[src/rtl/sadc_pkg.sv]
package sadc_pkg;
  typedef enum logic [1:0] {
    OP_CONV  = 2'd0,
    OP_NAP   = 2'd1,
    OP_SLEEP = 2'd2,
    OP_WAKE  = 2'd3
  } op_e;

  typedef enum logic [3:0] {
    ST_IDLE,
    ST_TRIG,
    ST_RUN,
    ST_PD_HI,
    ST_PD_LO,
    ST_DOWN,
    ST_WK_HI,
    ST_WK_LO,
    ST_SETTLE
  } st_e;

  localparam int FRAME_EDGES     = 18;
  localparam int FIRST_DATA_EDGE = 3;
  localparam int NAP_PULSES      = 2;
  localparam int OUT_W           = 16;
endpackage

[src/rtl/sadc_tick.sv]
module sadc_tick #(
  parameter int HALF = 2
) (
  input  logic clk,
  input  logic rst_n,
  input  logic en,
  output logic tick
);
  localparam int CW = (HALF > 1) ? $clog2(HALF) : 1;

  logic [CW-1:0] cnt_q, cnt_n;

  assign tick = en && (cnt_q == CW'(HALF - 1));

  always_comb begin
    if (!en || tick) cnt_n = '0;
    else             cnt_n = cnt_q + CW'(1);
  end

  always_ff @(posedge clk or negedge rst_n) begin
    if (!rst_n) cnt_q <= '0;
    else        cnt_q <= cnt_n;
  end
endmodule

[src/rtl/sadc_settle.sv]
module sadc_settle #(
  parameter int CYCLES = 250000
) (
  input  logic clk,
  input  logic rst_n,
  input  logic start,
  output logic zero
);
  localparam int TW = $clog2(CYCLES + 1);

  logic [TW-1:0] cnt_q, cnt_n;

  assign zero = (cnt_q == '0);

  always_comb begin
    if (start)      cnt_n = TW'(CYCLES);
    else if (!zero) cnt_n = cnt_q - TW'(1);
    else            cnt_n = cnt_q;
  end

  always_ff @(posedge clk or negedge rst_n) begin
    if (!rst_n) cnt_q <= '0;
    else        cnt_q <= cnt_n;
  end


  no_early_zero_chk: assert property (@(posedge clk) disable iff (!rst_n)
    start |=> !zero);
endmodule

[src/rtl/sadc_capture.sv]
module sadc_capture
  import sadc_pkg::*;
#(
  parameter int RES_BITS = 14
) (
  input  logic             clk,
  input  logic             rst_n,
  input  logic             cap_en,
  input  logic             cap_last,
  input  logic             din,
  input  logic             mark_stale,
  output logic [OUT_W-1:0] data,
  output logic             valid,
  output logic             first
);
  localparam int EXT = OUT_W - RES_BITS;

  logic [RES_BITS-2:0] sh_q, sh_n;
  logic [OUT_W-1:0]    data_q, data_n;
  logic                valid_q, valid_n;
  logic                first_q, first_n;
  logic                stale_q, stale_n;
  logic [RES_BITS-1:0] word;

  assign word = {sh_q, din};

  always_comb begin
    sh_n    = sh_q;
    data_n  = data_q;
    first_n = first_q;
    stale_n = stale_q;
    valid_n = 1'b0;
    if (cap_en) begin
      sh_n = {sh_q[RES_BITS-3:0], din};
      if (cap_last) begin
        data_n  = {{EXT{word[RES_BITS-1]}}, word};
        valid_n = 1'b1;
        first_n = stale_q;
        stale_n = 1'b0;
      end
    end
    if (mark_stale) stale_n = 1'b1;
  end

  always_ff @(posedge clk or negedge rst_n) begin
    if (!rst_n) begin
      sh_q    <= '0;
      data_q  <= '0;
      valid_q <= 1'b0;
      first_q <= 1'b0;
      stale_q <= 1'b1;
    end else begin
      sh_q    <= sh_n;
      data_q  <= data_n;
      valid_q <= valid_n;
      first_q <= first_n;
      stale_q <= stale_n;
    end
  end

  assign data  = data_q;
  assign valid = valid_q;
  assign first = first_q;


  valid_pulse_chk: assert property (@(posedge clk) disable iff (!rst_n)
    valid_q |=> !valid_q);

  stale_clear_chk: assert property (@(posedge clk) disable iff (!rst_n)
    valid_q |-> !stale_q);
endmodule

[src/rtl/sadc_seq.sv]
module sadc_seq
  import sadc_pkg::*;
#(
  parameter int RES_BITS        = 14,
  parameter int PD_SLEEP_PULSES = 4
) (
  input  logic       clk,
  input  logic       rst_n,
  input  logic       cmd_valid,
  input  logic [1:0] cmd_op,
  input  logic       tick,
  input  logic       tmr_zero,
  output logic       tick_en,
  output logic       tmr_start,
  output logic       cap_en,
  output logic       cap_last,
  output logic       mark_stale,
  output logic       trig,
  output logic       sclk,
  output logic       busy
);
  localparam int LAST_DATA_EDGE = FIRST_DATA_EDGE + RES_BITS - 1;
  localparam int LW             = $clog2(PD_SLEEP_PULSES + 1);

  st_e          st_q, st_n;
  logic         sck_q, sck_n;
  logic         trg_q, trg_n;
  logic [4:0]   edge_q, edge_n, edge_nx;
  logic [LW-1:0] left_q, left_n;
  logic         slp_q, slp_n;
  op_e          op;

  assign op      = op_e'(cmd_op);
  assign edge_nx = edge_q + 5'd1;

  always_comb begin
    st_n       = st_q;
    sck_n      = sck_q;
    trg_n      = trg_q;
    edge_n     = edge_q;
    left_n     = left_q;
    slp_n      = slp_q;
    cap_en     = 1'b0;
    cap_last   = 1'b0;
    tmr_start  = 1'b0;
    mark_stale = 1'b0;
    case (st_q)
      ST_IDLE: begin
        if (cmd_valid) begin
          case (op)
            OP_CONV: begin
              st_n  = ST_TRIG;
              trg_n = 1'b1;
            end
            OP_NAP: begin
              st_n   = ST_PD_HI;
              trg_n  = 1'b1;
              left_n = LW'(NAP_PULSES);
              slp_n  = 1'b0;
            end
            OP_SLEEP: begin
              st_n   = ST_PD_HI;
              trg_n  = 1'b1;
              left_n = LW'(PD_SLEEP_PULSES);
              slp_n  = 1'b1;
            end
            default: ;
          endcase
        end
      end
      ST_TRIG: begin
        if (tick) begin
          trg_n  = 1'b0;
          sck_n  = 1'b1;
          edge_n = 5'd1;
          st_n   = ST_RUN;
        end
      end
      ST_RUN: begin
        if (tick) begin
          if (sck_q) begin
            sck_n = 1'b0;
            if (edge_q == 5'(FRAME_EDGES)) st_n = ST_IDLE;
          end else begin
            sck_n    = 1'b1;
            edge_n   = edge_nx;
            cap_en   = (edge_nx >= 5'(FIRST_DATA_EDGE)) &&
                       (edge_nx <= 5'(LAST_DATA_EDGE));
            cap_last = (edge_nx == 5'(LAST_DATA_EDGE));
          end
        end
      end
      ST_PD_HI: begin
        if (tick) begin
          trg_n = 1'b0;
          st_n  = ST_PD_LO;
        end
      end
      ST_PD_LO: begin
        if (tick) begin
          if (left_q == LW'(1)) begin
            st_n = ST_DOWN;
          end else begin
            left_n = left_q - LW'(1);
            trg_n  = 1'b1;
            st_n   = ST_PD_HI;
          end
        end
      end
      ST_DOWN: begin
        if (cmd_valid && (op == OP_WAKE)) begin
          st_n       = ST_WK_HI;
          sck_n      = 1'b1;
          mark_stale = 1'b1;
        end
      end
      ST_WK_HI: begin
        if (tick) begin
          sck_n = 1'b0;
          st_n  = ST_WK_LO;
        end
      end
      ST_WK_LO: begin
        if (tick) begin
          if (slp_q) begin
            st_n      = ST_SETTLE;
            tmr_start = 1'b1;
          end else begin
            st_n = ST_IDLE;
          end
        end
      end
      ST_SETTLE: begin
        if (tmr_zero) st_n = ST_IDLE;
      end
      default: st_n = ST_IDLE;
    endcase
  end

  always_ff @(posedge clk or negedge rst_n) begin
    if (!rst_n) begin
      st_q   <= ST_IDLE;
      sck_q  <= 1'b0;
      trg_q  <= 1'b0;
      edge_q <= '0;
      left_q <= '0;
      slp_q  <= 1'b0;
    end else begin
      st_q   <= st_n;
      sck_q  <= sck_n;
      trg_q  <= trg_n;
      edge_q <= edge_n;
      left_q <= left_n;
      slp_q  <= slp_n;
    end
  end

  assign tick_en = (st_q == ST_TRIG)  || (st_q == ST_RUN)   ||
                   (st_q == ST_PD_HI) || (st_q == ST_PD_LO) ||
                   (st_q == ST_WK_HI) || (st_q == ST_WK_LO);
  assign busy    = (st_q != ST_IDLE) && (st_q != ST_DOWN);
  assign trig    = trg_q;
  assign sclk    = sck_q;


  trig_sclk_excl_chk: assert property (@(posedge clk) disable iff (!rst_n)
    !(trg_q && sck_q));

  sclk_pace_chk: assert property (@(posedge clk) disable iff (!rst_n)
    (tick_en && !tick) |=> $stable(sck_q));

  edge_limit_chk: assert property (@(posedge clk) disable iff (!rst_n)
    edge_q <= 5'(FRAME_EDGES));

  down_quiet_chk: assert property (@(posedge clk) disable iff (!rst_n)
    (st_q == ST_DOWN) |-> (!trg_q && !sck_q));

  settle_hold_chk: assert property (@(posedge clk) disable iff (!rst_n)
    ((st_q == ST_SETTLE) && !tmr_zero) |=> (st_q == ST_SETTLE));
endmodule

[src/rtl/sadc_reader.sv]
module sadc_reader
  import sadc_pkg::*;
#(
  parameter int RES_BITS        = 14,
  parameter int SCK_HALF        = 2,
  parameter int PD_SLEEP_PULSES = 4,
  parameter int SETTLE_CYCLES   = 250000
) (
  input  logic        clk,
  input  logic        rst_n,
  input  logic        cmd_valid,
  input  logic [1:0]  cmd_op,
  output logic        busy,
  output logic        adc_trig,
  output logic        ser_clk,
  input  logic        ser_din,
  output logic [15:0] smp_data,
  output logic        smp_valid,
  output logic        smp_first
);
  logic tick, tick_en, tmr_start, tmr_zero;
  logic cap_en, cap_last, mark_stale;

  sadc_tick #(.HALF(SCK_HALF)) u_tick (
    .clk(clk), .rst_n(rst_n), .en(tick_en), .tick(tick)
  );

  sadc_settle #(.CYCLES(SETTLE_CYCLES)) u_settle (
    .clk(clk), .rst_n(rst_n), .start(tmr_start), .zero(tmr_zero)
  );

  sadc_seq #(.RES_BITS(RES_BITS), .PD_SLEEP_PULSES(PD_SLEEP_PULSES)) u_seq (
    .clk(clk), .rst_n(rst_n), .cmd_valid(cmd_valid), .cmd_op(cmd_op),
    .tick(tick), .tmr_zero(tmr_zero), .tick_en(tick_en),
    .tmr_start(tmr_start), .cap_en(cap_en), .cap_last(cap_last),
    .mark_stale(mark_stale), .trig(adc_trig), .sclk(ser_clk), .busy(busy)
  );

  sadc_capture #(.RES_BITS(RES_BITS)) u_cap (
    .clk(clk), .rst_n(rst_n), .cap_en(cap_en), .cap_last(cap_last),
    .din(ser_din), .mark_stale(mark_stale), .data(smp_data),
    .valid(smp_valid), .first(smp_first)
  );
endmodule

[config.mk]
export PLATFORM = sky130hd
export DESIGN_NAME = sadc_reader
export DESIGN_NICKNAME = d
export VERILOG_FILES = /design/src/rtl/sadc_pkg.sv /design/src/rtl/sadc_tick.sv /design/src/rtl/sadc_settle.sv /design/src/rtl/sadc_capture.sv /design/src/rtl/sadc_seq.sv /design/src/rtl/sadc_reader.sv
export SDC_FILE = /design/constraint.sdc
export NUM_CORES = 1
export LEC_CHECK = 0
export ABC_CLOCK_PERIOD_IN_PS = 2500
export BUFFER_PORTS_ARGS = -buffer_cell sky130_fd_sc_hd__buf_2
export CAP_MARGIN = 40
export CORE_UTILIZATION = 25
export DETAILED_ROUTE_END_ITERATION = 7
export GPL_TIMING_DRIVEN = 0
export REMOVE_ABC_BUFFERS = 1
export SLEW_MARGIN = 20
export SYNTH_ARGS = -nofsm -noshare
export SYNTH_HDL_FRONTEND = slang
export SYNTH_SLANG_ARGS = --single-unit
[constraint.sdc]
create_clock -name clk -period 2.5 [get_ports clk]
set_clock_uncertainty 0.05 [all_clocks]
set_input_delay 0.125 -clock clk [delete_from_list [all_inputs] [get_ports clk]]
set_output_delay 0.125 -clock clk [all_outputs]
set_load 0.1 [all_outputs]
Yosys cells after proc, flatten, opt, wreduce, memory -nomap -nowiden
Cells that the tools add are included.

word-level totals
  register bits after elaboration = 64
  bits of input ports = 6
  output and inout port bits = 21
  word-level logic and storage cells = 140

cells by class
  $add $sub $neg = 4
  order comparisons = 2
  eq/ne operators = 33
  multiplexer cells = 55
  reduce and logical (&&, ||, !) cells = 33

operators by type and width
  operator                                                              count
  4-bit 2-to-1 mux                                                      12
  18-bit 2-to-1 mux                                                     2
  4-bit one-hot mux with 9 select lines                                 1
  1-bit 2-to-1 mux                                                      26
  2-bit != test, second input constant                                  12
  18-bit logical NOT                                                    1
  18-bit by 1-bit subtractor with 18-bit output, second input constant  1
  4-bit by 3-bit == test with 1-bit output, second input constant       4
  5-bit 2-to-1 mux                                                      3
  3-bit 2-to-1 mux                                                      4
  3-bit one-hot mux with 2 select lines                                 2
  12-bit AND reduction                                                  1
  5-bit == test, second input constant                                  2
  5-bit one-hot mux with 2 select lines                                 1
  5-bit AND reduction                                                   2
  2-bit nonzero test                                                    5
  4-bit by 2-bit == test with 1-bit output, second input constant       2
  2-bit by 1-bit != test with 1-bit output, second input constant       4
  4-bit one-hot mux with 2 select lines                                 1
  4-bit nonzero test                                                    2
  1-bit logical OR                                                      6
  3-bit != test, second input constant                                  2
  6-bit AND reduction                                                   1
  5-bit by 1-bit adder with 5-bit output, second input constant         1
  other kinds (23)                                                      29

Depth between registers and ports, before layout
Gate-level depths: netlist of the first run.

  depth after elaboration = 12
  mapped depth = 9
  gate-level depth less buffers = 7

Hierarchy
A second synthesis of the first run with hierarchy kept.

unflattened totals
  cell total of the unflattened synthesis = 320
  area total of the unflattened synthesis = 3518.4 sq um

modules (own cells, without submodules)
  module        times used  cells an instance  area an instance (sq um)  seq. area each (sq um)
  sadc_seq      1           142                1203.7                    375.4
  sadc_capture  1           66                 1164.9                    752.0
  sadc_settle   1           109                1108.6                    450.4
  sadc_tick     1           3                  41.3                      25.0

Worst setup path before layout of the first run
Ideal clock, no wire load.

  kind = register to register
  from = register u_seq.sck_q (netlist: u_seq.sclk)
  to = register u_cap.sh_q[10]
  library setup time = 0.125 ns
  data arrival time = 2.554 ns
  data required time = 2.325 ns
  path slack = -0.228 ns
  stages on the path, launching flop included = 8
  path buffers = 3
  period minus slack after synthesis = 2.728 ns
  cell sequence = dfrtp_1 > or4_1 > buf_2 > and4bb_1 > buf_4 > a21o_2 > buf_4 > mux2_2

between the ends
  cells in the longest elaborated chain, start to end = 3

RTL lines
  what                    RTL line            RTL
  start, declared         sadc_seq.sv:26      logic sck_q, sck_n;
  start signal, assigned  sadc_seq.sv:150     sck_q <= sck_n;
  1-bit 2-to-1 mux        sadc_seq.sv:81      if (sck_q) begin
  1-bit 2-to-1 mux        sadc_seq.sv:80      if (tick) begin
  1-bit 2-to-1 mux        sadc_seq.sv:47      case (st_q)
  end signal, assigned    sadc_capture.sv:53  sh_q <= sh_n;
  end, declared           sadc_capture.sv:18  logic [RES_BITS-2:0] sh_q, sh_n;

Every way passes these cells.
A chain may end at the register's enable or synchronous reset.

Worst setup path after layout of the first run
  from = register u_settle.cnt_q[10]
  to = register u_settle.cnt_q[17]

between the ends
  cells in the longest elaborated chain, start to end = 3
  elaborated cells on any way between the ends = 5
  classes of those cells = 1 x add/sub; 1 x eq/ne; 2 x mux; 1 x reduce/logical

RTL lines
  what                                           RTL line           RTL
  start, declared                                sadc_settle.sv:11  logic [TW-1:0] cnt_q, cnt_n;
  start signal, assigned                         sadc_settle.sv:23  else cnt_q <= cnt_n;
  18-bit by 1-bit subtractor with 18-bit output  sadc_settle.sv:17  else if (!zero) cnt_n = cnt_q - TW'(1);
  18-bit 2-to-1 mux                              sadc_settle.sv:17
  18-bit 2-to-1 mux                              sadc_settle.sv:16  if (start) cnt_n = TW'(CYCLES);

Several ways; a longest one is shown, not always the timed one. The select of a mux whose other input is x is not followed.

==> run summary, run 1 <==
Drt wl/cell = 12.55 um
CTS root buffer = clkbuf_16
Static Leak = 1.840 nW
Slowest cell on crit path = or4_4
Synth Area in Compound Gates = 0.1123
Fraction of layout cells with a size suffix above 1 = 0.2840
Top Family by Delay on Critical Path = simple AND/OR/NAND/NOR gates
Dominant synthesized flop cell = dfrtp_1
Crit path time final = 2.496 ns
Clock tree buffer depth = 2
Worst Path Required = 2.67 ns
RSZ-0062 raised after global routing = true
Critical Path AT = 2.66 ns
CTS tree = yes
Chip height = 116.7 um
Syn. warnings = 0
CP Depth = 4
Non-filler cells, final = 510
Later-pin clock latency in the skew report = 0.33 ns
Reg area = 0.001605 mm2
Achievable Freq = 400.6 MHz
Post-synthesis simple-gate area fraction = 0.1584
Post-Syn Instances = 309
GRT Total Usage = 0.1032
Hold Crit Class = input port to flip-flop
Fin. max-slew vios = 0
Initial DRC Count = 132
Largest net degree at the start of global routing = 52
R2R setup slack = 0.004 ns
Post-Synth XOR/XNOR Area = 0.03997
Max-Cap Viols = 0
CTS Buf Count = 9
Post-Syn Area = 0.003287 mm2
Crit Path Max Fanout = 4
Starting density of the core = 0.2584
Post-Synth Adder-Cell Area = 0.04568
Clock-pin slew on the worst setup and hold paths = 0.06 ns
CP most frequent cell = or4b_4
P per Cell Area = 1118 mW/mm2
Via Count = 2322
H-tree depth = 3
Fillers = 1333
Final HPWL DP = 4327 um
Most common cell in the netlist = dfrtp_1
Seq/Total Area, Yosys = 0.4876
Reg2reg start = u_settle.cnt_q[10]$_DFFE_PN0P_
Port Buf Inserts = 26
First-pass GRT wire length = 10730 um
Reg2reg end = u_settle.cnt_q[17]$_DFFE_PN0P_
CP Cell Sequence = or4_4, or4b_4, or4b_4, a211o_1
Die X = 116.7 um
EDFF count, synth = 0
Core region area = 0.01272 mm2
Routed WL = 6403 um
ANT cells = 0
Mux contribution to synthesized area = 0.1127
Pwr Total = 4.471 mW
Gpl congestion = 0.7992
Final Setup Violations = 0
# DRC = 0
Worst VDD drop = 424.5 uV
Yosys top cell by area = dfrtp_1
Die area = 0.01361 mm2
Seq cells post-synth = 64
Actual slew at the worst max-slew pin = 0.5358 ns
Grt total ovfl = 0
Fin. Hold Viols = 0
IO Count = 27
P&R area growth vs syn = 21.62%
Area share of the largest cell type after synthesis = 0.4796
Routed Antenna Nets = 0
Initial antenna violation count = 0
Critical path capture point = u_settle.cnt_q[17]$_DFFE_PN0P_
Setup_tns = 0 ns
Pre-antenna DRT Iters = 4
Critical Path End Type = flip-flop
DP Cell Count = 491
Post-synth top cells = dfrtp_1, mux2_2, nor2_1
Site row count = 41
R2R depth = 4
Worst Path Buf+Inv = 0
Top cells by area, synth = dfrtp_1, mux2_2, ha_1, nor2_1, o21ai_0
Async set-reset flop share out of synthesis = 1.000
Fin util = 0.3142
Combinational family with the most area after synthesis = simple AND/OR/NAND/NOR gates
Slowest Stage Delay on Critical Path = 0.55 ns
Post-DR vias/cell = 4.553
Startpoint types = flip-flop
Worst setup path class = flip-flop to flip-flop
Slew Limit Headroom = 0.6428
Multi-input gate area = 0.001578 mm2
CTS Sinks = 64
Vias in the first global route = 2314
Crit path from = u_settle.cnt_q[10]$_DFFE_PN0P_
Status = finished clean
Syn Area/Cell = 10.64 um2
Final period util = 0.9986
Nets@finish = 352
Count of unique library cells instantiated by Yosys = 54
## where the power goes
part           internal [mW]  switching (mW)  total, mW
Clock                  0.994           0.447       1.44
Combinational          0.572           0.763       1.34
Sequential              1.31           0.389       1.70
Total                   2.87            1.60       4.47
## through the flow
stage	cell area [um2]	hold slack, ns	worst slack (ns)
6_report	3998	0.1383	0.003505
2_1_floorplan	3204	-0.2206	-0.4978
3_3_place_gp	3550	0.3395	-0.7520
5_1_grt	3998	0.1371	-0.04757
3_5_place_dp	3580	-0.05016	-0.7825
4_1_cts	3985	0.1258	0.002933
## how the worst min path moves through the flow
stage                     startpoint                            end  slack (ns)  cells past startpoint
final                      cmd_valid        u_seq.slp_q$_DFFE_PN0P_        0.14                      3
after global routing       cmd_valid        u_seq.slp_q$_DFFE_PN0P_        0.14                      3
after CTS                  cmd_valid        u_seq.slp_q$_DFFE_PN0P_        0.13                      3
after detailed placement       rst_n  u_settle.cnt_q[9]$_DFFE_PN0P_       -0.05                      1
after global placement       ser_din      u_cap.data[0]$_DFFE_PN0P_        0.34                      2
after floorplan                rst_n      u_cap.data[0]$_DFFE_PN0P_       -0.22                      0
## tightest hold or removal path, cell delays in order
cell and delay, ns:
buf_2 0.13, nand4_1 0.09, mux2_2 0.14
## cell type report
| cell class | count | area share |
|---|---|---|
| well taps | 172 | 0.05383 |
| flip-flops and latches | 64 | 0.4016 |
| clock buffers | 10 | 0.05978 |
| clock inverters | 5 | 0.02629 |
| multi-input cells | 212 | 0.3947 |
| inverters | 16 | 0.01502 |
| repair buffers | 31 | 0.04883 |
## sequential cells by signal, summed over array words and instances (netlist names)
signal          cells
u_cap.data         14
u_cap.first         1
u_cap.sh_q         13
u_cap.stale_q       1
u_cap.valid         1
u_seq.edge_q        5
u_seq.left_q        3
u_seq.sclk          1
u_seq.slp_q         1
u_seq.st_q          4
u_seq.trig          1
u_settle.cnt_q     18
u_tick.cnt_q        1
## timing repair
action	in CTS	in global routing
endpoints found under the setup margin	39	20
gates resized for setup	7	3
buffers inserted	2	0
endpoints found under the hold margin	64	0
hold buffers	2	0
pin swaps	2	1
## kinds of logic after synthesis
kind of cell               count (synthesis)
buffers and inverters                     33
AOI/OAI and AO/OA                         56
muxes                                     33
DFF                                       64
adders and majority gates                 12
and+or+nand+nor                           96
xor gates and xnor gates                  15
## metal layers
metal	wire, um	share of wire	global-route usage	vias up
met1	3058	0.48	0.1252	1128
met2	2973	0.46	0.1657	43
met3	283	0.044	0.04411	9
met5	0	0	0	-
li1	-	-	-	1142
met4	88	0.014	0.03207	0
## placed cells by master, fill, tap and decap left out, drive strengths merged, types with 4 or more instances in the layout
cell type and n:
a21oi 8, buf 29, clkbuf 10, dfrtp 63
ha 12, inv 16, mux2 32, nand2 15
nand2b 5, nand3 10, nor2 28, nor3 11
o211ai 4, o21ai 20, o31ai 5, or4b 4
xnor2 4, xor2 11
Note: power is estimated with default switching activity, not from simulation.
==> inputs of run 2 (changes only) <==
Settings changed: CORE_UTILIZATION 25 to 49, PLACE_DENSITY from default to 0.7.
==> run summary, run 2 (synthesis results as in run 1) <==
Static Leak = 1.809 nW
Setup_tns = 0 ns
Final instance area = 0.003791 mm2
CTS root buffer = clkbuf_8
Final period util = 0.9819
CTS Sinks = 64
CTS Buf Count = 9
CTS tree = yes
P&R area growth vs syn = 15.34%
Routed WL = 6052 um
Initial antenna violation count = 0
Top Family by Delay on Critical Path = simple AND/OR/NAND/NOR gates
Fraction of layout cells with a size suffix above 1 = 0.3014
Later-pin clock latency in the skew report = 0.34 ns
Drt wl/cell = 14.34 um
Nets@finish = 358
Fin. max-slew vios = 0
Worst VDD drop = 632.8 uV
First-pass GRT wire length = 10450 um
Commonest non-fill, non-tap cells in the layout = dfrtp_1, mux2_2, nor2_1
Largest net degree at the start of global routing = 50
ANT cells = 0
CP most frequent cell = or4b_4
Vias in the first global route = 2187
Via Count = 2338
Fin. Hold Viols = 0
Final HPWL DP = 3878 um
Critical Path AT = 2.62 ns
Critical Path End Type = flip-flop
Crit path time final = 2.455 ns
GRT Total Usage = 0.1885
P per Cell Area = 1049 mW/mm2
Pre-antenna DRT Iters = 7
Most flop-heavy register = u_settle.cnt_q
Core region area = 0.006422 mm2
Worst Path Buf+Inv = 0
Die X = 83.90 um
IO Count = 27
Port Buf Inserts = 26
Worst Path Required = 2.67 ns
Commonest non-fill, non-tap cell in the layout = dfrtp_1
Routed Antenna Nets = 0
Final Setup Violations = 0
Site row count = 29
Grt total ovfl = 0
Failing checks = DRC
Worst setup path class = flip-flop to flip-flop
Chip height = 83.90 um
Clock tree buffer depth = 2
Slew Limit Headroom = 0.6350
Gpl congestion = 0.8280
Die area = 0.007039 mm2
RSZ-0062 raised after global routing = true
# DRC = 4
Hold Crit Class = input port to flip-flop
CP Cell Sequence = or4_4, or4b_4, or4b_4, a211o_1
Clock-pin slew on the worst setup and hold paths = 0.07 ns
Post-DR vias/cell = 5.540
Slowest cell on crit path = or4b_4
Largest register FFs = 18
Status = finished, violations left
Startpoint types = flip-flop
Actual slew at the worst max-slew pin = 0.5476 ns
Starting density of the core = 0.5118
Crit Path Max Fanout = 3
Slowest Stage Delay on Critical Path = 0.55 ns
Area of placed instances = 0.003461 mm2
Max-Cap Viols = 0
Achievable Freq = 407.4 MHz
H-tree depth = 3
Initial DRC Count = 129
-- run 2: stage by stage --
step,hold slack (ns),setup WS [ns],power (mW),utilization,instances
6_report,0.1274,0.04521,3.976,0.5903,422
3_3_place_gp,0.3214,-0.7666,2.932,0.5342,395
5_1_grt,0.1268,-0.008560,4.258,0.5903,422
3_5_place_dp,-0.04239,-0.8112,2.976,0.5389,396
4_1_cts,0.1126,0.001497,3.942,0.5843,419
2_1_floorplan,-0.2206,-0.4978,2.665,-,292
-- run 2: cell type report --
class                      count  area, um2
sequential                    64       1607
multi-input combinational    212       1578
clock buffer                  10      137.6
inverter                      16      60.06
timing repair buffer          37      244.0
tap                           77      96.34
clock inverter                 6      68.82
fill                         552       2631
-- run 2: final timing paths --
kind                                                start                        endpoint  slack [ns]  depth (start not counted)
min in group asynchronous                           rst_n   u_settle.cnt_q[4]$_DFFE_PN0P_        0.14                          2
setup reg to reg           u_settle.cnt_q[10]$_DFFE_PN0P_  u_settle.cnt_q[17]$_DFFE_PN0P_        0.05                          4
max in group asynchronous                           rst_n       u_cap.stale_q$_DFFE_PN1P_        1.70                          3
setup / recovery           u_settle.cnt_q[10]$_DFFE_PN0P_  u_settle.cnt_q[17]$_DFFE_PN0P_        0.05                          4
hold / removal                                  cmd_valid         u_seq.slp_q$_DFFE_PN0P_        0.13                          3
hold reg to reg                 u_cap.stale_q$_DFFE_PN1P_       u_cap.stale_q$_DFFE_PN1P_        0.42                          2
-- run 2: timing repair --
action | CTS | global route
hold endpoints to repair | 65 | 0
resized for setup | 8 | 4
setup endpoints to repair | 39 | 5
hold buffers | 2 | 0
pin swaps | 2 | 3
buffers inserted | 5 | 3
-- run 2: routing by layer --
metal / global-route usage / share of wire / vias to the layer above / wire length [um]
met5: 0 / 0 / - / 0
met4: 0.05172 / 0.0097 / 0 / 59
met3: 0.06133 / 0.034 / 7 / 207
met2: 0.3010 / 0.47 / 43 / 2833
met1: 0.2463 / 0.49 / 1130 / 2951
li1: - / - / 1158 / -
-- run 2: report_power, final --
group | total [mW] | leakage [nW] | internal, mW | switching, mW
clock network | 0.915 | 0.102 | 0.491 | 0.425
registers | 1.68 | 0.834 | 1.30 | 0.371
logic | 1.39 | 0.872 | 0.600 | 0.786
total | 3.98 | 1.81 | 2.39 | 1.58
-- run 2: worst reg2reg max path: cells and delay by family, from the launching register on --
kind / cells / cell delay [ns]
AO/OA/AOI/OAI: 1 / 0.27
AND/OR/NAND/NOR: 3 / 1.61
flip-flops: 1 / 0.41
